<file path="src/rtl/rpt_pkg.sv">
package rpt_pkg;
  parameter int WORD_W  = 24;
  parameter int OP_W    = 6;
  parameter int SEL_W   = 3;
  parameter int FIELD_W = 15;
  parameter int MODE_W  = 3;

  typedef enum logic [1:0] {ST_IDLE, ST_FETCH, ST_ISSUE, ST_EXEC} rpt_state_e;

  // address field after one pass: odd modes step, bit 2 picks the direction
  function automatic logic [FIELD_W-1:0] field_step(input logic [FIELD_W-1:0] f,
                                                    input logic [MODE_W-1:0] m);
    if (!m[0])      return f;
    else if (m[2])  return f - FIELD_W'(1);
    else            return f + FIELD_W'(1);
  endfunction

  // opcodes that may run only once under repeat
  function automatic logic once_only(input logic [OP_W-1:0] op);
    return (op != '0) && (op < OP_W'(8));
  endfunction

  // first pass: the instruction's own index offset
  function automatic logic [FIELD_W-1:0] first_field(input logic [WORD_W-1:0] w,
                                                     input logic [FIELD_W-1:0] idx);
    logic [SEL_W-1:0] sel;
    sel = w[FIELD_W +: SEL_W];
    return (sel != '0) ? (w[FIELD_W-1:0] + idx) : w[FIELD_W-1:0];
  endfunction
endpackage

</file>
<file path="src/rtl/rpt_addr_unit.sv">
module rpt_addr_unit
  import rpt_pkg::*;
(
  input  logic                clk,
  input  logic                rst_n,
  input  logic                load,
  input  logic                advance,
  input  logic [WORD_W-1:0]   instr_in,
  input  logic [FIELD_W-1:0]  idx_in,
  input  logic [MODE_W-1:0]   mode,
  output logic [WORD_W-1:0]   work
);
  localparam int HI_W = WORD_W - FIELD_W;

  always_ff @(posedge clk) begin
    if (!rst_n)
      work <= '0;
    else if (load)
      work <= {instr_in[WORD_W-1 -: HI_W], first_field(instr_in, idx_in)};
    else if (advance)
      work <= {work[WORD_W-1 -: HI_W], field_step(work[FIELD_W-1:0], mode)};
  end
endmodule

</file>
<file path="src/rtl/rpt_term_unit.sv">
module rpt_term_unit #(
  parameter int CNT_W = 12
) (
  input  logic             clk,
  input  logic             rst_n,
  input  logic             busy,
  input  logic             disconnect,
  input  logic [CNT_W-1:0] cnt,
  input  logic             jump_taken,
  input  logic             once_flag,
  output logic             stop
);
  localparam logic [CNT_W-1:0] LAST = CNT_W'(1);
  logic disc_pend;

  // a disconnect is held until the pass in flight completes
  always_ff @(posedge clk) begin
    if (!rst_n || !busy)
      disc_pend <= 1'b0;
    else if (disconnect)
      disc_pend <= 1'b1;
  end

  assign stop = (cnt == LAST) | jump_taken | disc_pend | disconnect | once_flag;
endmodule

</file>
<file path="src/rtl/rpt_ctrl.sv">
module rpt_ctrl
  import rpt_pkg::*;
#(
  parameter int CNT_W = 12,
  localparam int REG_W = MODE_W + CNT_W
) (
  input  logic                clk,
  input  logic                rst_n,
  input  logic                rpt_start,
  input  logic [CNT_W-1:0]    rpt_count,
  input  logic [MODE_W-1:0]   rpt_mode,
  input  logic                instr_valid,
  input  logic [WORD_W-1:0]   instr,
  input  logic [FIELD_W-1:0]  idx_val,
  input  logic                exec_done,
  input  logic                jump_taken,
  input  logic                disconnect,
  output logic                issue,
  output logic [WORD_W-1:0]   issue_instr,
  output logic [REG_W-1:0]    reg7,
  output logic                done
);
  rpt_state_e          st;
  logic [CNT_W-1:0]    cnt;
  logic [MODE_W-1:0]   mode;
  logic                once_q;
  logic                done_q;
  logic                stop;

  // named events for the checker
  logic busy, exec_ack, skip_evt, load, advance;
  assign busy     = (st != ST_IDLE);
  assign exec_ack = (st == ST_EXEC) && exec_done;
  assign skip_evt = (st == ST_FETCH) && instr_valid && (cnt == '0);
  assign load     = (st == ST_FETCH) && instr_valid && (cnt != '0);
  assign advance  = exec_ack && !stop;

  rpt_addr_unit u_addr (
    .clk(clk), .rst_n(rst_n), .load(load), .advance(advance),
    .instr_in(instr), .idx_in(idx_val), .mode(mode), .work(issue_instr)
  );

  rpt_term_unit #(.CNT_W(CNT_W)) u_term (
    .clk(clk), .rst_n(rst_n), .busy(busy), .disconnect(disconnect),
    .cnt(cnt), .jump_taken(jump_taken), .once_flag(once_q), .stop(stop)
  );

  always_ff @(posedge clk) begin
    if (!rst_n) begin
      st     <= ST_IDLE;
      cnt    <= '0;
      mode   <= '0;
      once_q <= 1'b0;
      done_q <= 1'b0;
    end else begin
      done_q <= 1'b0;
      unique case (st)
        ST_IDLE: if (rpt_start) begin
          cnt  <= rpt_count;
          mode <= rpt_mode;
          st   <= ST_FETCH;
        end
        ST_FETCH: if (instr_valid) begin
          if (cnt == '0) begin
            done_q <= 1'b1;
            mode   <= '0;
            st     <= ST_IDLE;
          end else begin
            once_q <= once_only(instr[WORD_W-1 -: OP_W]);
            st     <= ST_ISSUE;
          end
        end
        ST_ISSUE: st <= ST_EXEC;
        ST_EXEC: if (exec_done) begin
          cnt <= cnt - CNT_W'(1);
          if (stop) begin
            done_q <= 1'b1;
            mode   <= '0;
            st     <= ST_IDLE;
          end else begin
            st <= ST_ISSUE;
          end
        end
        default: st <= ST_IDLE;
      endcase
    end
  end

  assign issue = (st == ST_ISSUE);
  assign done  = done_q;
  assign reg7  = {mode, cnt};
endmodule

</file>
<file path="config.mk">
export PLATFORM = sky130hd
export DESIGN_NAME = rpt_ctrl
export DESIGN_NICKNAME = d
export VERILOG_FILES = /design/src/rtl/rpt_pkg.sv /design/src/rtl/rpt_addr_unit.sv /design/src/rtl/rpt_term_unit.sv /design/src/rtl/rpt_ctrl.sv
export SDC_FILE = /design/constraint.sdc
export NUM_CORES = 1
export LEC_CHECK = 0
export ABC_AREA = 1
export BUFFER_PORTS_ARGS = -buffer_cell sky130_fd_sc_hd__buf_2
export CAP_MARGIN = 20
export CORE_ASPECT_RATIO = 2
export CORE_MARGIN = 10
export CORE_UTILIZATION = 30
export CTS_BUF_LIST = sky130_fd_sc_hd__clkbuf_8
export DETAILED_ROUTE_END_ITERATION = 7
export PLACE_DENSITY_LB_ADDON = 0.25
export SYNTH_ARGS = -nofsm -noshare
export SYNTH_HDL_FRONTEND = slang
export SYNTH_SLANG_ARGS = --single-unit
export TNS_END_PERCENT = 5
</file>
<file path="constraint.sdc">
create_clock -name clk -period 2.53 [get_ports clk]
set_input_delay 0.253 -clock clk [delete_from_list [all_inputs] [get_ports clk]]
set_output_delay 0.253 -clock clk [all_outputs]
set_load 0.005 [all_outputs]
</file>
==> results.json <==
{
  "max_stage_delay_ps": 630,
  "clkTransAtPathRegs_ps": 90,
  "clock_latency_ps": 310,
  "cp.arrival_ps": 2360,
  "grt.total_usage": 0.149,
  "setup_tns_ps": 0,
  "crit_top_cell": "nor2_1",
  "power.leakage_nw": 2.86,
  "drv_slew": 0,
  "power_mw": 2.98,
  "yosys.area_share.simple": 0.386,
  "fin_crit_ps": 2140,
  "io_buffers": 101,
  "maxCapViolations": 0,
  "vdd_drop_max_uv": 258,
  "pin_count": 102,
  "min_path_type": "in -> reg",
  "start_kind": "flip-flop",
  "gr-total-overflow": 0,
  "viasPerCell": 4.64,
  "synth_cell_type_count": 42,
  "postCtsSetupBuffers": 0,
  "skew_ps": 12.3,
  "ant_nets": 0,
  "cts.hold.buffers_added": 0,
  "drt-initial-drc-count": 116,
  "fillers": 1584,
  "insertedDiodeCount": 0,
  "synth_area_um2": 4170,
  "wire_per_inst_um": 14.7,
  "synth.net_count": 789,
  "multi_input_area_um2": 2740,
  "cts-root-buf": "clkbuf_8",
  "hold_viol": 0,
  "yosys.area_share.adder": 0.109,
  "yosys_warnings": 0,
  "startpoint": "mode[2]",
  "routed_wirelength_um": 14400,
  "crit_required_ps": 2750,
  "yosys_register_bits": 44,
  "synth_top_area_cell": "dfxtp_1",
  "seq_area_frac_synth": 0.211,
  "die_h_um": 187,
  "grt_pass1_vias": 4584,
  "max_freq_ghz": 0.466,
  "ys_top_cells_by_area": "dfxtp_1 (21%), nand2_1 (18%), inv_1 (10%), ha_1 (9.9%), nor2_1 (6.7%)",
  "drcViolationCount": 0,
  "numCtsBuffers": 5,
  "finalSetupViolCount": 0,
  "critical_path_class": "reg -> reg",
  "muxShareOfSynthArea": 0,
  "cts_tree": "yes",
  "gp_congestion": 0.927,
  "drt_first_pass_iters": 4,
  "yosysTopAreaCellShare": 0.211,
  "rows": 61,
  "dieArea_um2": 19300,
  "cts_sinks": 44,
  "path_max_fanout": 11,
  "slew_headroom": 0.611,
  "vias": 4551,
  "fin_nets": 888,
  "coreArea_um2": 13800,
  "hold_ws_ps": 189,
  "seqCellArea_um2": 881,
  "dp_hpwl_um": 12100,
  "initial_utilization": 0.302,
  "drive_above_1_share": 0.183,
  "die_x_um": 103,
  "fin_crit_sh": 0.848,
  "powerDensity_nw_per_um2": 599,
  "reg2reg_from": "mode[2]",
  "cpMaxStageDelayCell": "dfxtp_1",
  "synth_top_family_by_area": "simple AND/OR/NAND/NOR gates",
  "cts_buffer_depth": 2,
  "area_growth_pct": 19.3,
  "cts_resized": 0,
  "max_slew.worst_pin.slew_ps": 583,
  "rsz0062_at_grt": "no",
  "syn_inst": 693,
  "status": "completed",
  "syn_area_per_cell_um2": 6.02,
  "min_from": "instr[20]",
  "antenna_found_initial": 0,
  "synth_xor_xnor_area_share": 0.0294,
  "grt_start_max_net_pins": 30,
  "synth_compound_area_frac": 0.132,
  "crit_path_end_kind": "flip-flop",
  "grt_first_pass_wirelength_um": 22600,
  "htreeDepth": 2,
  "path_cells": "buf_4 > ha_1 > a21oi_1 > nor2_1 > nor2_1 > nand3_1 > nor2_1 > nor2_1 > nand2_1 > nand3_1 > nand2_1 > inv_1"
}
## metrics by stage
step                cells  instance area [um^2]  worst slack, ps   util
global placement      974                  4880              409  0.353
CTS                   980                  4980              351  0.360
global route          980                  4980              118  0.360
finish                980                  4980              385  0.360
detailed placement    974                  4880              361  0.353
floorplan             693                  4170              612      -
## path summary, 6_finish.rpt
kind | cells after the start | slack, ps | endpoint
worst min register to register | 2 | 500 | u_addr.work[16]
worst max register to register | 12 | 390 | u_addr.work[12]
worst min-delay path | 3 | 190 | u_addr.work[20]
worst max-delay path | 12 | 390 | u_addr.work[12]
## registers in the layout, summed over array words and instances, names as in the netlist
name	flops
u_addr.work	24
st	2
done	1
u_term.disc_pend	1
cnt	12
mode	3
once_q	1
## layout make-up
cell class / instances / area share
repair buffers: 109 / 0.116
inverters: 118 / 0.0890
multi-input cells: 514 / 0.551
well taps: 189 / 0.0475
flip-flops and latches: 44 / 0.177
clock inverters: 1 / 0.00603
clock buffers: 5 / 0.0138
## layer usage
layer,part of all wire,wire [um],GRT usage,vias to the layer above
met4,0.028,397,0.0527,0
met2,0.57,8220,0.301,111
li1,-,-,-,2384
met5,0,0,0,-
met3,0.051,737,0.0226,23
met1,0.35,5060,0.140,2033
## cell families after synthesis
kind of cell	count (synthesis)
xor+xnor	14
flops	44
compound gates	101
fa+ha+maj	35
simple gates	364
buf+inv	135
## worst max-delay path: cells and delay by family (launching register included)
kind / cells / cell delay, ps
AOI/OAI and AO/OA: 1 / 210
buffers and inverters: 2 / 270
adders and majority gates: 1 / 290
and+or+nand+nor: 8 / 640
DFF: 1 / 630
## cell usage in the layout, fill, tap and decap left out, types with 10 or more instances in the layout
cell type,instances
o21ai_0,34
a21oi_1,43
nand2_1,198
xor2_1,10
nand3_1,54
inv_1,112
dfxtp_1,44
ha_1,33
buf_2,101
nor2_1,74
## cell usage after synthesis, drive strengths merged
library cell and number:
ha 33, a31oi 1, clkbuf 8, nand3b 2
and2 5, or2 6, nor3 8, xor2 10
buf 9, dfxtp 44, nor2 77, nor2b 1
nand3 55, o21a 2, a22o 1, o22ai 1
a211oi 3, nand2 202, o211ai 4, o21ai 45
inv 118, nand4 7, xnor2 4, nor4 1
fa 2, a21oi 44
## where the power goes
part / internal, mW / switching, mW / leakage, nW
logic: 0.581 / 0.924 / 2.45
registers: 0.803 / 0.119 / 0.361
clock network: 0.285 / 0.272 / 0.0501
Power figures use the tool's default switching activity.
